===== src/rtl/dlp_pkg.sv =====
package dlp_pkg;
  typedef enum logic [2:0] {
    ST_NORM,
    ST_ENTER,
    ST_LOWP,
    ST_WAKE,
    ST_EXIT
  } lp_state_t;

  localparam logic [1:0] MODE_NORM = 2'd1;
  localparam logic [1:0] MODE_PD   = 2'd2;
  localparam logic [1:0] MODE_SR   = 2'd3;
endpackage


===== src/rtl/dlp_span_cnt.sv =====
// Saturating run-length counter: counts consecutive enabled edges since the
// last clear, and flags when the run has reached the programmed limit.
module dlp_span_cnt #(
  parameter int W = 8
) (
  input  logic         clk,
  input  logic         rst_n,
  input  logic         clear,
  input  logic         run,
  input  logic [W-1:0] limit,
  output logic         hit
);
  logic [W-1:0] cnt;

  always_ff @(posedge clk) begin
    if (!rst_n)              cnt <= '0;
    else if (clear || !run)  cnt <= '0;
    else if (cnt != '1)      cnt <= cnt + 1'b1;
  end

  assign hit = (cnt >= limit);
endmodule


===== src/rtl/dlp_fsm.sv =====
module dlp_fsm
  import dlp_pkg::*;
(
  input  logic      clk,
  input  logic      rst_n,
  input  logic      go,
  input  logic      go_sr,
  input  logic      req_valid,
  input  logic      cmd_done,
  input  logic      settle_hit,
  output lp_state_t state,
  output logic      kind_sr,
  output logic      exit_go
);
  lp_state_t nxt;

  assign exit_go = (state == ST_WAKE) && settle_hit;

  always_comb begin
    nxt = state;
    unique case (state)
      ST_NORM:  if (go) nxt = ST_ENTER;
      ST_ENTER: if (cmd_done) nxt = req_valid ? ST_WAKE : ST_LOWP;
      ST_LOWP:  if (req_valid) nxt = ST_WAKE;
      ST_WAKE:  if (settle_hit) nxt = ST_EXIT;
      ST_EXIT:  if (cmd_done) nxt = ST_NORM;
      default:  nxt = ST_NORM;
    endcase
  end

  always_ff @(posedge clk) begin
    if (!rst_n) begin
      state   <= ST_NORM;
      kind_sr <= 1'b0;
    end else begin
      state <= nxt;
      if (state == ST_NORM && go) kind_sr <= go_sr;
    end
  end
endmodule


===== src/rtl/dlp_clk_policy.sv =====
module dlp_clk_policy
  import dlp_pkg::*;
(
  input  lp_state_t state,
  input  logic      kind_sr,
  input  logic      mem_lp,
  input  logic      clkstop_en,
  input  logic      norm_idle,
  output logic      clk_en
);
  always_comb begin
    clk_en = 1'b1;
    if (clkstop_en) begin
      unique case (state)
        ST_LOWP: clk_en = !(kind_sr || mem_lp);
        ST_NORM: clk_en = !(mem_lp && norm_idle);
        default: clk_en = 1'b1;
      endcase
    end
  end
endmodule


===== src/rtl/dram_lp_ctrl.sv =====
module dram_lp_ctrl
  import dlp_pkg::*;
#(
  parameter int IDLE_W   = 8,
  parameter int SETTLE_W = 4
) (
  input  logic                clk,
  input  logic                rst_n,
  input  logic                cfg_pd_en,
  input  logic                cfg_sr_en,
  input  logic                cfg_clkstop_en,
  input  logic                cfg_mem_lp,
  input  logic [IDLE_W-1:0]   cfg_idle_cycles,
  input  logic [SETTLE_W-1:0] cfg_settle_cycles,
  input  logic                req_valid,
  output logic                req_ready,
  input  logic                queues_empty,
  output logic                pd_enter,
  output logic                pd_exit,
  output logic                sr_enter,
  output logic                sr_exit,
  input  logic                cmd_done,
  output logic                phy_clk_en,
  output logic [1:0]          mode_sts,
  output logic                cfg_err
);
  lp_state_t state;
  logic      kind_sr, exit_go, idle_hit, settle_hit;
  logic      quiet, one_mode, go;

  assign quiet    = !req_valid && queues_empty;
  assign one_mode = cfg_pd_en ^ cfg_sr_en;
  assign cfg_err  = cfg_pd_en && cfg_sr_en;
  assign go       = (state == ST_NORM) && idle_hit && quiet && one_mode;

  dlp_span_cnt #(.W(IDLE_W)) u_idle (
    .clk   (clk),
    .rst_n (rst_n),
    .clear (state != ST_NORM),
    .run   (quiet),
    .limit (cfg_idle_cycles),
    .hit   (idle_hit)
  );

  dlp_span_cnt #(.W(SETTLE_W)) u_settle (
    .clk   (clk),
    .rst_n (rst_n),
    .clear (state != ST_WAKE),
    .run   (1'b1),
    .limit (cfg_settle_cycles),
    .hit   (settle_hit)
  );

  dlp_fsm u_fsm (
    .clk        (clk),
    .rst_n      (rst_n),
    .go         (go),
    .go_sr      (cfg_sr_en),
    .req_valid  (req_valid),
    .cmd_done   (cmd_done),
    .settle_hit (settle_hit),
    .state      (state),
    .kind_sr    (kind_sr),
    .exit_go    (exit_go)
  );

  dlp_clk_policy u_clk (
    .state      (state),
    .kind_sr    (kind_sr),
    .mem_lp     (cfg_mem_lp),
    .clkstop_en (cfg_clkstop_en),
    .norm_idle  (idle_hit && quiet && !one_mode),
    .clk_en     (phy_clk_en)
  );

  assign pd_enter  = go && cfg_pd_en;
  assign sr_enter  = go && cfg_sr_en;
  assign pd_exit   = exit_go && !kind_sr;
  assign sr_exit   = exit_go && kind_sr;
  assign req_ready = (state == ST_NORM) && phy_clk_en;

  always_comb begin
    if (state == ST_NORM || state == ST_ENTER) mode_sts = MODE_NORM;
    else mode_sts = kind_sr ? MODE_SR : MODE_PD;
  end
endmodule


===== config.mk =====
export PLATFORM = sky130hd
export DESIGN_NAME = dram_lp_ctrl
export DESIGN_NICKNAME = d
export VERILOG_FILES = /design/src/rtl/dlp_pkg.sv /design/src/rtl/dlp_span_cnt.sv /design/src/rtl/dlp_fsm.sv /design/src/rtl/dlp_clk_policy.sv /design/src/rtl/dram_lp_ctrl.sv
export SDC_FILE = /design/constraint.sdc
export NUM_CORES = 1
export LEC_CHECK = 0
export BUFFER_PORTS_ARGS = -buffer_cell sky130_fd_sc_hd__buf_2
export CORE_AREA = 8 8 58 60
export DETAILED_ROUTE_END_ITERATION = 10
export DIE_AREA = 0 0 66 68
export HOLD_SLACK_MARGIN = 0.12
export PLACE_DENSITY = 0.73
export SETUP_SLACK_MARGIN = 0.5
export SYNTH_ARGS = -nofsm -noshare
export SYNTH_HDL_FRONTEND = slang
export SYNTH_SLANG_ARGS = --single-unit

===== constraint.sdc =====
create_clock -name clk -period 1.9 [get_ports clk]
set_input_delay 0.095 -clock clk [delete_from_list [all_inputs] [get_ports clk]]
set_output_delay 0.095 -clock clk [all_outputs]
set_load 0.1 [all_outputs]

* Word-level counts from Yosys, hierarchy flattened
Cells that the tools add are included.
** Storage, ports and cells
- Flip-flop bits (word level) :: 16
- Output and inout port bits :: 9
** Operators by class
- Add/sub/neg operators :: 2
- Magnitude comparators :: 2
- Eq/ne operators :: 12
- Multiplexer cells :: 11
- Bitwise operators :: 2
- Reduce and logical (&&, ||, !) cells :: 29
** Operator list (count)
- logical AND 1 bit :: 15
- 2-to-1 mux 3 bit :: 5
- case mux 3 bit (5 select lines) :: 1
- adder 8 x 1 -> 8 bit (second input constant) :: 1
- >= comparator 8 bit :: 1
- != test 2 bit (second input constant) :: 4
- != test 8 bit (second input constant) :: 1
- equality test 3 x 2 -> 1 bit (second input constant) :: 2
- logical NOT 1 bit :: 6
- AND reduction 5 bit :: 1
- adder 4 x 1 -> 4 bit (second input constant) :: 1
- >= comparator 4 bit :: 1
- != test 4 bit (second input constant) :: 1
- OR reduction 2 bit :: 2
- equality test 3 x 1 -> 1 bit (second input constant) :: 1
- equality test 3 bit (second input constant) :: 1
- logical NOT 3 bit :: 1
- logical OR 1 bit :: 3
- 2-to-1 mux 1 bit :: 3
- != test 3 x 2 -> 1 bit (second input constant) :: 1
- nonzero test 3 bit :: 1
- 2-to-1 mux 2 bit :: 1
- != test 2 x 1 -> 1 bit (second input constant) :: 1
- case mux 1 bit (2 select lines) :: 1
- other kinds (2) :: 2

* Longest topological paths before layout
Gate-level depths: netlist of run 1.
- Depth in word-level cells :: 9
- Depth in mapped cells :: 7
- Mapped depth without buffers :: 7

* Modules after synthesis
Synthesis of run 1 repeated with hierarchy kept, for this count alone.
** Unflattened totals
- Cells, all modules :: 144
- Area total of the unflattened synthesis :: 1203.7 µm²
** Modules (own cells, without submodules)
- dlp_span_cnt at u_idle :: instances 1, cells each 70, area each 593.1 µm², sequential area each 160.2 µm²
- dlp_span_cnt at u_settle :: instances 1, cells each 32, area each 266.5 µm², sequential area each 80.1 µm²
- dlp_fsm :: instances 1, cells each 20, area each 198.9 µm², sequential area each 80.1 µm²
- dram_lp_ctrl :: instances 1, cells each 18, area each 122.6 µm², sequential area each 0.0 µm²
- dlp_clk_policy :: instances 1, cells each 4, area each 22.5 µm², sequential area each 0.0 µm²

* Worst setup path before layout of run 1
OpenSTA, ideal clock, no wires.
- Kind :: reg2out
- Start point :: register u_settle.cnt[0]
- End point :: output port pd_exit
- Data arrival time :: 3.038 ns
- Data required time :: 1.805 ns
- Setup slack :: -1.233 ns
- Cell stages (with the launch flop) :: 7
- Buffers on the path :: 0
- Cells stage by stage :: dfxtp_1 -> inv_1 -> ha_1 -> nand2b_4 -> a211o_1 -> a21oi_1 -> nor3_1
** On the way
- Cells in the longest elaborated chain, start to end :: 3
** RTL lines
- start, declared :: line dlp_span_cnt.sv:13 : logic [W-1:0] cnt;
- start signal, assigned :: line dlp_span_cnt.sv:18 : else if (cnt != '1) cnt <= cnt + 1'b1;
- >= comparator 4 bit :: line dlp_span_cnt.sv:21 : assign hit = (cnt >= limit);
- logical AND 1 bit :: line dlp_fsm.sv:17 : assign exit_go = (state == ST_WAKE) && settle_hit;
- logical AND 1 bit :: line dram_lp_ctrl.sv:78 : assign pd_exit = exit_go && !kind_sr;
- end, declared :: line dram_lp_ctrl.sv:19 : output logic pd_exit,
Every way passes these cells.

* Worst setup path in the final report of run 1
- Start point :: register u_idle.cnt[0]
- End point :: output port sr_enter
** On the way
- Cells in the longest elaborated chain, start to end :: 5
** RTL lines
- start, declared :: line dlp_span_cnt.sv:13
- start signal, assigned :: line dlp_span_cnt.sv:18
- >= comparator 8 bit :: line dlp_span_cnt.sv:21
- logical AND 1 bit (3 in a row) :: line dram_lp_ctrl.sv:34 : assign go = (state == ST_NORM) && idle_hit && quiet && one_mode;
- logical AND 1 bit :: line dram_lp_ctrl.sv:77 : assign sr_enter = go && cfg_sr_en;
- end, declared :: line dram_lp_ctrl.sv:20 : output logic sr_enter,
Every way passes these cells.

==> results of run 1 <==
-- sequential cells by signal (all words and copies together) (netlist names) --
signal         flops
u_settle.cnt       4
u_idle.cnt         8
u_fsm.state        3
u_fsm.kind_sr      1
-- critical path, stage by stage, from the launching register on --
cell and delay (ps):
dfxtp_2 340, inv_2 40, ha_4 200, nand2b_4 140
a2111oi_4 360, buf_4 190, o31ai_4 70, nand3_2 110
clkinvlp_4 100, buf_12 170
-- what timing repair did --
action | CTS | global route
setup endpoints to repair | 20 | 18
hold buffers | 1 | 0
pin swaps | 10 | 9
gates cloned | 0 | 0
resized for setup | 31 | 12
setup buffers | 6 | 9
hold endpoints to repair | 1 | 0
-- through the flow --
step                util [%]  power (mW)
floorplan                  -       0.408
global placement        60.3       0.439
detailed placement      60.3       0.444
CTS                     70.0       0.687
global route            73.8       0.723
finish                  73.8       0.689
-- layout by cell type, fill, tap and decap left out, types with 5 or more instances in the layout --
cell / count
buf_4: 19
ha_1: 9
nor2_1: 15
buf_2: 23
dfxtp_1: 7
ha_4: 5
dfxtp_2: 7
inv_1: 13
buf_12: 6
a21oi_1: 5
-- worst paths after layout --
kind,from,endpoint,slack (ps),cells after the start
worst max-delay path,u_idle.cnt[0]$_SDFFE_PP0P_,sr_enter,-220,9
worst min-delay path,cmd_done,u_fsm.state[2]$_SDFFE_PN0P_,200,3
worst max register to register,u_idle.cnt[0]$_SDFFE_PP0P_,u_fsm.kind_sr$_SDFFE_PN0P_,60,10
worst min register to register,u_idle.cnt[6]$_SDFFE_PP0P_,u_idle.cnt[6]$_SDFFE_PP0P_,520,1
-- cell families (layout without fill, tap and decap cells) --
kind of cell	Yosys count	after routing	synth area share, %
flip-flops	16	16	26.0
buffers and inverters	18	70	5.68
adder cells (fa/ha/maj)	15	15	15.2
AO/OA/AOI/OAI	29	29	18.5
AND/OR/NAND/NOR	61	61	29.5
multiplexers	2	2	1.62
XOR/XNOR	5	5	3.55
-- layer usage --
metal  track usage [%]  up-vias  share of wire (%)
li1                  -      627                  -
met3              3.76        6                6.0
met1              15.5      594                 40
met4              4.80        0                1.4
met2              30.0       30                 52
met5                 0        -                  0
-- final cells by class --
cell class / count / area, um^2 / area share (%)
Multi-Input combinational cell: 112 / 1020 / 53.8
Tap cell: 31 / 38.8 / 2.05
Timing Repair Buffer: 50 / 399 / 21.1
Clock buffer: 4 / 36.3 / 1.92
Sequential cell: 16 / 337 / 17.8
Inverter: 16 / 63.8 / 3.37
-- power breakdown --
part	total [mW]	internal [mW]	switching (mW)
Sequential	0.335	0.334	0.00135
Combinational	0.127	0.0629	0.0640
Clock	0.227	0.117	0.110
==> key figures, run 1 <==
Min path
  – Hold Path Class: in -> reg

Route
  – Drt pass-1 iters: 4
  – DRT Wirelength: roughly 3300 um
  – Via/cell ratio: roughly 5.5
  – Wirelength per Cell: 14.6 um
  – Drc violations: 0
  – 1st-iter DRT viols: 38
  – Count of antenna-violating nets left after detailed routing: 0
  – Via Count: 1257

STA
  – Unrepaired setup endpoints after global routing: true
  – Hold Slack: 205 ps
  – Sum Neg Setup Slack: -790 ps
  – Final Hold Viols: 0
  – Fmax: roughly 0.47 GHz
  – Worst setup margin: -216 ps
  – Tmin final: approximately 2100 ps
  – Final setup violation count: 5
  – Max Transition Viols Final: 0
  – Final period util: 111%
  – Worst slew pin tran: approximately 500 ps
  – Normalized max-slew margin: between 60% and 70%
  – Final setup skew: about 3.7 ps

Global route
  – GR Overflow Total: 0
  – Total GRT Usage: between 10% and 20%
  – Pin count of the biggest net entering global routing: 13
  – Vias in the first global route: approximately 1300
  – First-pass GRT wire length: 5500 um
  – Initial antenna violation count: 0

Logic synthesis
  – Post-Synthesis Net Count: roughly 180
  – Top-area cell type share of the netlist area: 26.0%
  – Post-Syn Area: 0.00123 mm^2
  – Yosys top cell by area: dfxtp_1
  – Netlist cell types: 43
  – Most area-consuming cells after synthesis: dfxtp_1, ha_1, nor2_1, inv_1, and3_1
  – Async SR Flop Fraction: 0%
  – Leading post-synthesis cells by instance count: nor2_1, dfxtp_1, inv_1
  – Syn. warnings: 0
  – Post-synth top flop: dfxtp_1
  – Avg Inst Size Synth: ~8.4 um^2
  – Mapped Cells: 146
  – Post-synth EDFFs: 0
  – Synth Register Bits: 16
  – Most frequent cell after synthesis: nor2_1
  – Seq/Total Area, Yosys: 26.0%

Setup path
  – Crit end category: output port
  – CP startpoint kind: flip-flop
  – Setup CP Type: reg -> out
  – Worst endpoint required time: between 1500 and 2000 ps
  – Worst path arrival time: 2020 ps
  – Worst Path Max Fanout: 3

Clock network
  – CTS buffer count: 3
  – # H-tree levels: 1
  – Clock Sinks: 16
  – TritonCTS clock tree: yes
  – Clock Latency Late Sink: 290 ps
  – Clk buf depth: 2
  – CTS clk-pin slew, worst paths: 100 ps
  – Clock tree root buffer cell: clkbuf_4

Floorplan
  – Die Footprint: 0.00449 mm^2
  – Rows: 19
  – Core area: ~0.0026 mm^2
  – DIE WIDTH: between 60 and 70 um
  – I/O pins: 30
  – Die H: about 68 um
  – Initial Util: a little under 50%

Place
  – Post-DP HPWL: about 2400 um
  – RD Place Congestion: about 0.83
  – Placed cell area: 0.00155 mm^2
  – Placed Cells: 209
  – Buffers on Ports: 29
  – Place WS: 42.7 ps

Finish
  – Final std cells w/o fill: between 200 and 250
  – Fillers: approximately 190
  – Share of layout cells above drive strength 1: between 40% and 50%
  – Final net count: ~240
  – Area grow syn2layout: 53.5%
  – Design Area, Final: 0.00189 mm^2
  – Inserted Diodes: 0

Power and ir drop
  – Lkg Pwr: 0.817 nW
  – Power Density: roughly 360 mW/mm^2
  – Peak VDD IR: between 200 and 300 uV

Outcome
  – Status: finished with violations
  – Failing checks: setup timing

Run
  – Max cap viols: 0
(Power assumes the default switching activity.)
==> run 2: changes to the inputs <==
--- a/config.mk
+++ b/config.mk
@@ -5,12 +5,14 @@
 export SDC_FILE = /design/constraint.sdc
 export NUM_CORES = 1
 export LEC_CHECK = 0
+export ABC_AREA = 1
 export BUFFER_PORTS_ARGS = -buffer_cell sky130_fd_sc_hd__buf_2
 export CORE_AREA = 8 8 58 60
 export DETAILED_ROUTE_END_ITERATION = 10
 export DIE_AREA = 0 0 66 68
 export HOLD_SLACK_MARGIN = 0.12
-export PLACE_DENSITY = 0.73
+export PLACE_DENSITY = 0.74
+export REMOVE_ABC_BUFFERS = 1
 export SETUP_SLACK_MARGIN = 0.5
 export SYNTH_ARGS = -nofsm -noshare
 export SYNTH_HDL_FRONTEND = slang
==> run 2 against run 1 <==
Net effect: synthesized area up 1.5%; sequential power up 2%; critical endpoint is now req_ready; the run still ends with setup timing left; non-clock buffer count down 2; register-to-register slack better by 40 ps; sequential cell count unchanged; maximum frequency up 0.82%; final area up 6.3%.
==> key figures, run 2 <==
Route
  – Metal3 WL: a little over 200 um
  – Top Layer Used: met4
  – Drc violations: 0
  – Drt pass-1 iters: 4
  – Via/cell ratio: about 5.5
  – DRT Wirelength: roughly 4000 um
  – Met1 wire length: between 1500 and 2000 um
  – Wirelength per Cell: about 16 um
  – Count of antenna-violating nets left after detailed routing: 0
  – 1st-iter DRT viols: approximately 130
  – Met2 wire length: 2020 um
  – Via Count: 1438

STA
  – Tmin final: around 2100 ps
  – Final Hold Viols: 0
  – Final period util: 110%
  – Worst slew pin tran: approximately 600 ps
  – Unrepaired setup endpoints after global routing: true
  – Final setup violation count: 6
  – Fmax: around 0.48 GHz
  – Worst setup margin: -199 ps
  – Normalized max-slew margin: 60.6%
  – Final setup skew: about 1.1 ps
  – Max Transition Viols Final: 0

Clock network
  – # H-tree levels: 1
  – Clock Sinks: 16
  – CTS clk-pin slew, worst paths: roughly 100 ps
  – TritonCTS clock tree: yes
  – CTS buffer count: 3
  – Clk buf depth: 2
  – Clock tree root buffer cell: clkbuf_4
  – Clock Latency Late Sink: roughly 300 ps

Setup path
  – Worst path arrival time: about 2000 ps
  – Worst Path Max Fanout: 6
  – Slowest-stage cell, CP: o311ai_0
  – Max incr delay on CP: ~520 ps
  – Crit end category: output port
  – Setup CP Type: reg -> out
  – CP startpoint kind: flip-flop
  – Critical-path cell list: inv_2 -> o311ai_0 -> inv_1 -> a21oi_4 -> buf_12
  – Worst endpoint required time: ~1800 ps

Logic synthesis
  – Leading post-synthesis cells by instance count: inv_1, nand2_1, dfxtp_1
  – Netlist cell types: 27
  – Most frequent cell after synthesis: inv_1
  – Post-synth top flop: dfxtp_1
  – Async SR Flop Fraction: 0%
  – Syn. warnings: 0
  – Seq/Total Area, Yosys: 25.6%
  – Post-Syn Area: approximately 0.0013 mm^2
  – Most area-consuming cells after synthesis: dfxtp_1, ha_1, inv_1, nand2_1, a21oi_1
  – Yosys top cell by area: dfxtp_1
  – Avg Inst Size Synth: 7.00 um^2
  – Post-synth EDFFs: 0
  – Mapped Cells: between 150 and 200
  – Top-area cell type share of the netlist area: between 20% and 30%
  – Synth Register Bits: 16

Finish
  – Final std cells w/o fill: roughly 260
  – Biggest register: u_idle.cnt
  – Area grow syn2layout: 60.7%
  – Inserted Diodes: 0
  – Most frequent cells in the layout: inv_1, buf_2, nand2_1, a21oi_1, buf_4
  – Largest register FFs: 8
  – Most common cell after layout, fill and taps aside: inv_1
  – Final net count: ~270
  – Design Area, Final: 0.00201 mm^2
  – Share of layout cells above drive strength 1: between 40% and 50%
  – Biggest regs: u_idle.cnt x8, u_settle.cnt x4, u_fsm.state x3
  – Core Util, Final: just under 80%

Power and ir drop
  – Clk pwr share: about a quarter
  – Switching Share: around two fifths
  – Seq pwr share: 34.7%
  – Power Density: just under 500 mW/mm^2
  – Lkg Pwr: between 0.9 and 1 nW
  – Peak VDD IR: between 400 and 500 uV
  – Comb pwr share: 41.2%
  – Pint: between 600 and 700 uW
  – Psw: roughly 390 uW

Place
  – RD Place Congestion: roughly 0.9
  – Placed Cells: 240
  – Buffers on Ports: 29
  – Placed cell area: approximately 0.0015 mm^2
  – Place WS: roughly 46 ps
  – Post-DP HPWL: 2200 um

Global route
  – Initial antenna violation count: 0
  – Pin count of the biggest net entering global routing: 10
  – Vias in the first global route: approximately 1300
  – First-pass GRT wire length: 5320 um
  – Total GRT Usage: 14.7%
  – GR Overflow Total: 0

Run
  – Max cap viols: 0

Floorplan
  – Rows: 19
  – I/O pins: 30
  – Die Footprint: 0.00449 mm^2
  – DIE WIDTH: 66 um
  – Die H: 68 um
  – Initial Util: 48.8%
  – Core area: around 0.0026 mm^2

Min path
  – Hold Path Class: in -> reg

Outcome
  – Status: finished with violations
  – Failing checks: setup timing
[run 2: critical path, delay by kind of cell (launching register included)]
family                 cells  cell delay (ps)
buffers and inverters      3              530
DFF                        1              430
AOI/OAI and AO/OA          2              740
[run 2: cell type report]
class                   instances  area, um^2
flip-flops and latches         16         345
well taps                      31        38.8
inverters                      43         169
repair buffers                 48         428
multi-input cells             120         996
fillers                       154         554
clock buffers                   4        36.3
[run 2: metrics by stage]
stage	hold slack, ps	TNS (ps)	power, mW
2_1_floorplan	216	-2890	0.566
3_3_place_gp	363	0	0.643
3_5_place_dp	371	0	0.644
4_1_cts	122	-321	0.945
5_1_grt	141	-1330	1.04
6_report	126	-767	0.991
[run 2: metal layers]
layer	up-vias	global-route usage, %
met2	59	25.9
met3	16	3.11
met5	-	0
li1	690	-
met4	0	6.93
met1	673	16.6
[run 2: final timing paths]
kind | from | to | slack (ps) | cells after the start
max reg2reg | u_idle.cnt[0]$_SDFFE_PP0P_ | u_fsm.state[2]$_SDFFE_PN0P_ | 100 | 14
max | u_fsm.state[1]$_SDFFE_PN0P_ | req_ready | -200 | 5
min reg2reg | u_settle.cnt[0]$_SDFFE_PP0P_ | u_settle.cnt[0]$_SDFFE_PP0P_ | 480 | 1
min | cmd_done | u_fsm.state[2]$_SDFFE_PN0P_ | 130 | 4
[run 2: cells by family after synthesis]
group	count (synthesis)	synth area share (%)
AND/OR/NAND/NOR	73	31.3
buffers and inverters	43	13.1
AO/OA/AOI/OAI	32	15.1
flip-flops	16	25.6
adder cells (fa/ha/maj)	15	15.0
[run 2: power by group through the flow]
stage	registers (mW)	clock network, mW	logic, mW
3_3_place_gp	0.354	0	0.289
3_5_place_dp	0.354	0	0.290
6_report	0.343	0.239	0.408
4_1_cts	0.345	0.241	0.359
2_1_floorplan	0.353	0	0.213
5_1_grt	0.344	0.263	0.431
[run 2: timing repair]
action,in CTS,in global routing
pin swaps,16,20
resized for setup,40,36
setup endpoints to repair,13,19
endpoints found under the hold margin,3,0
buffers inserted,11,5
hold buffers,2,0
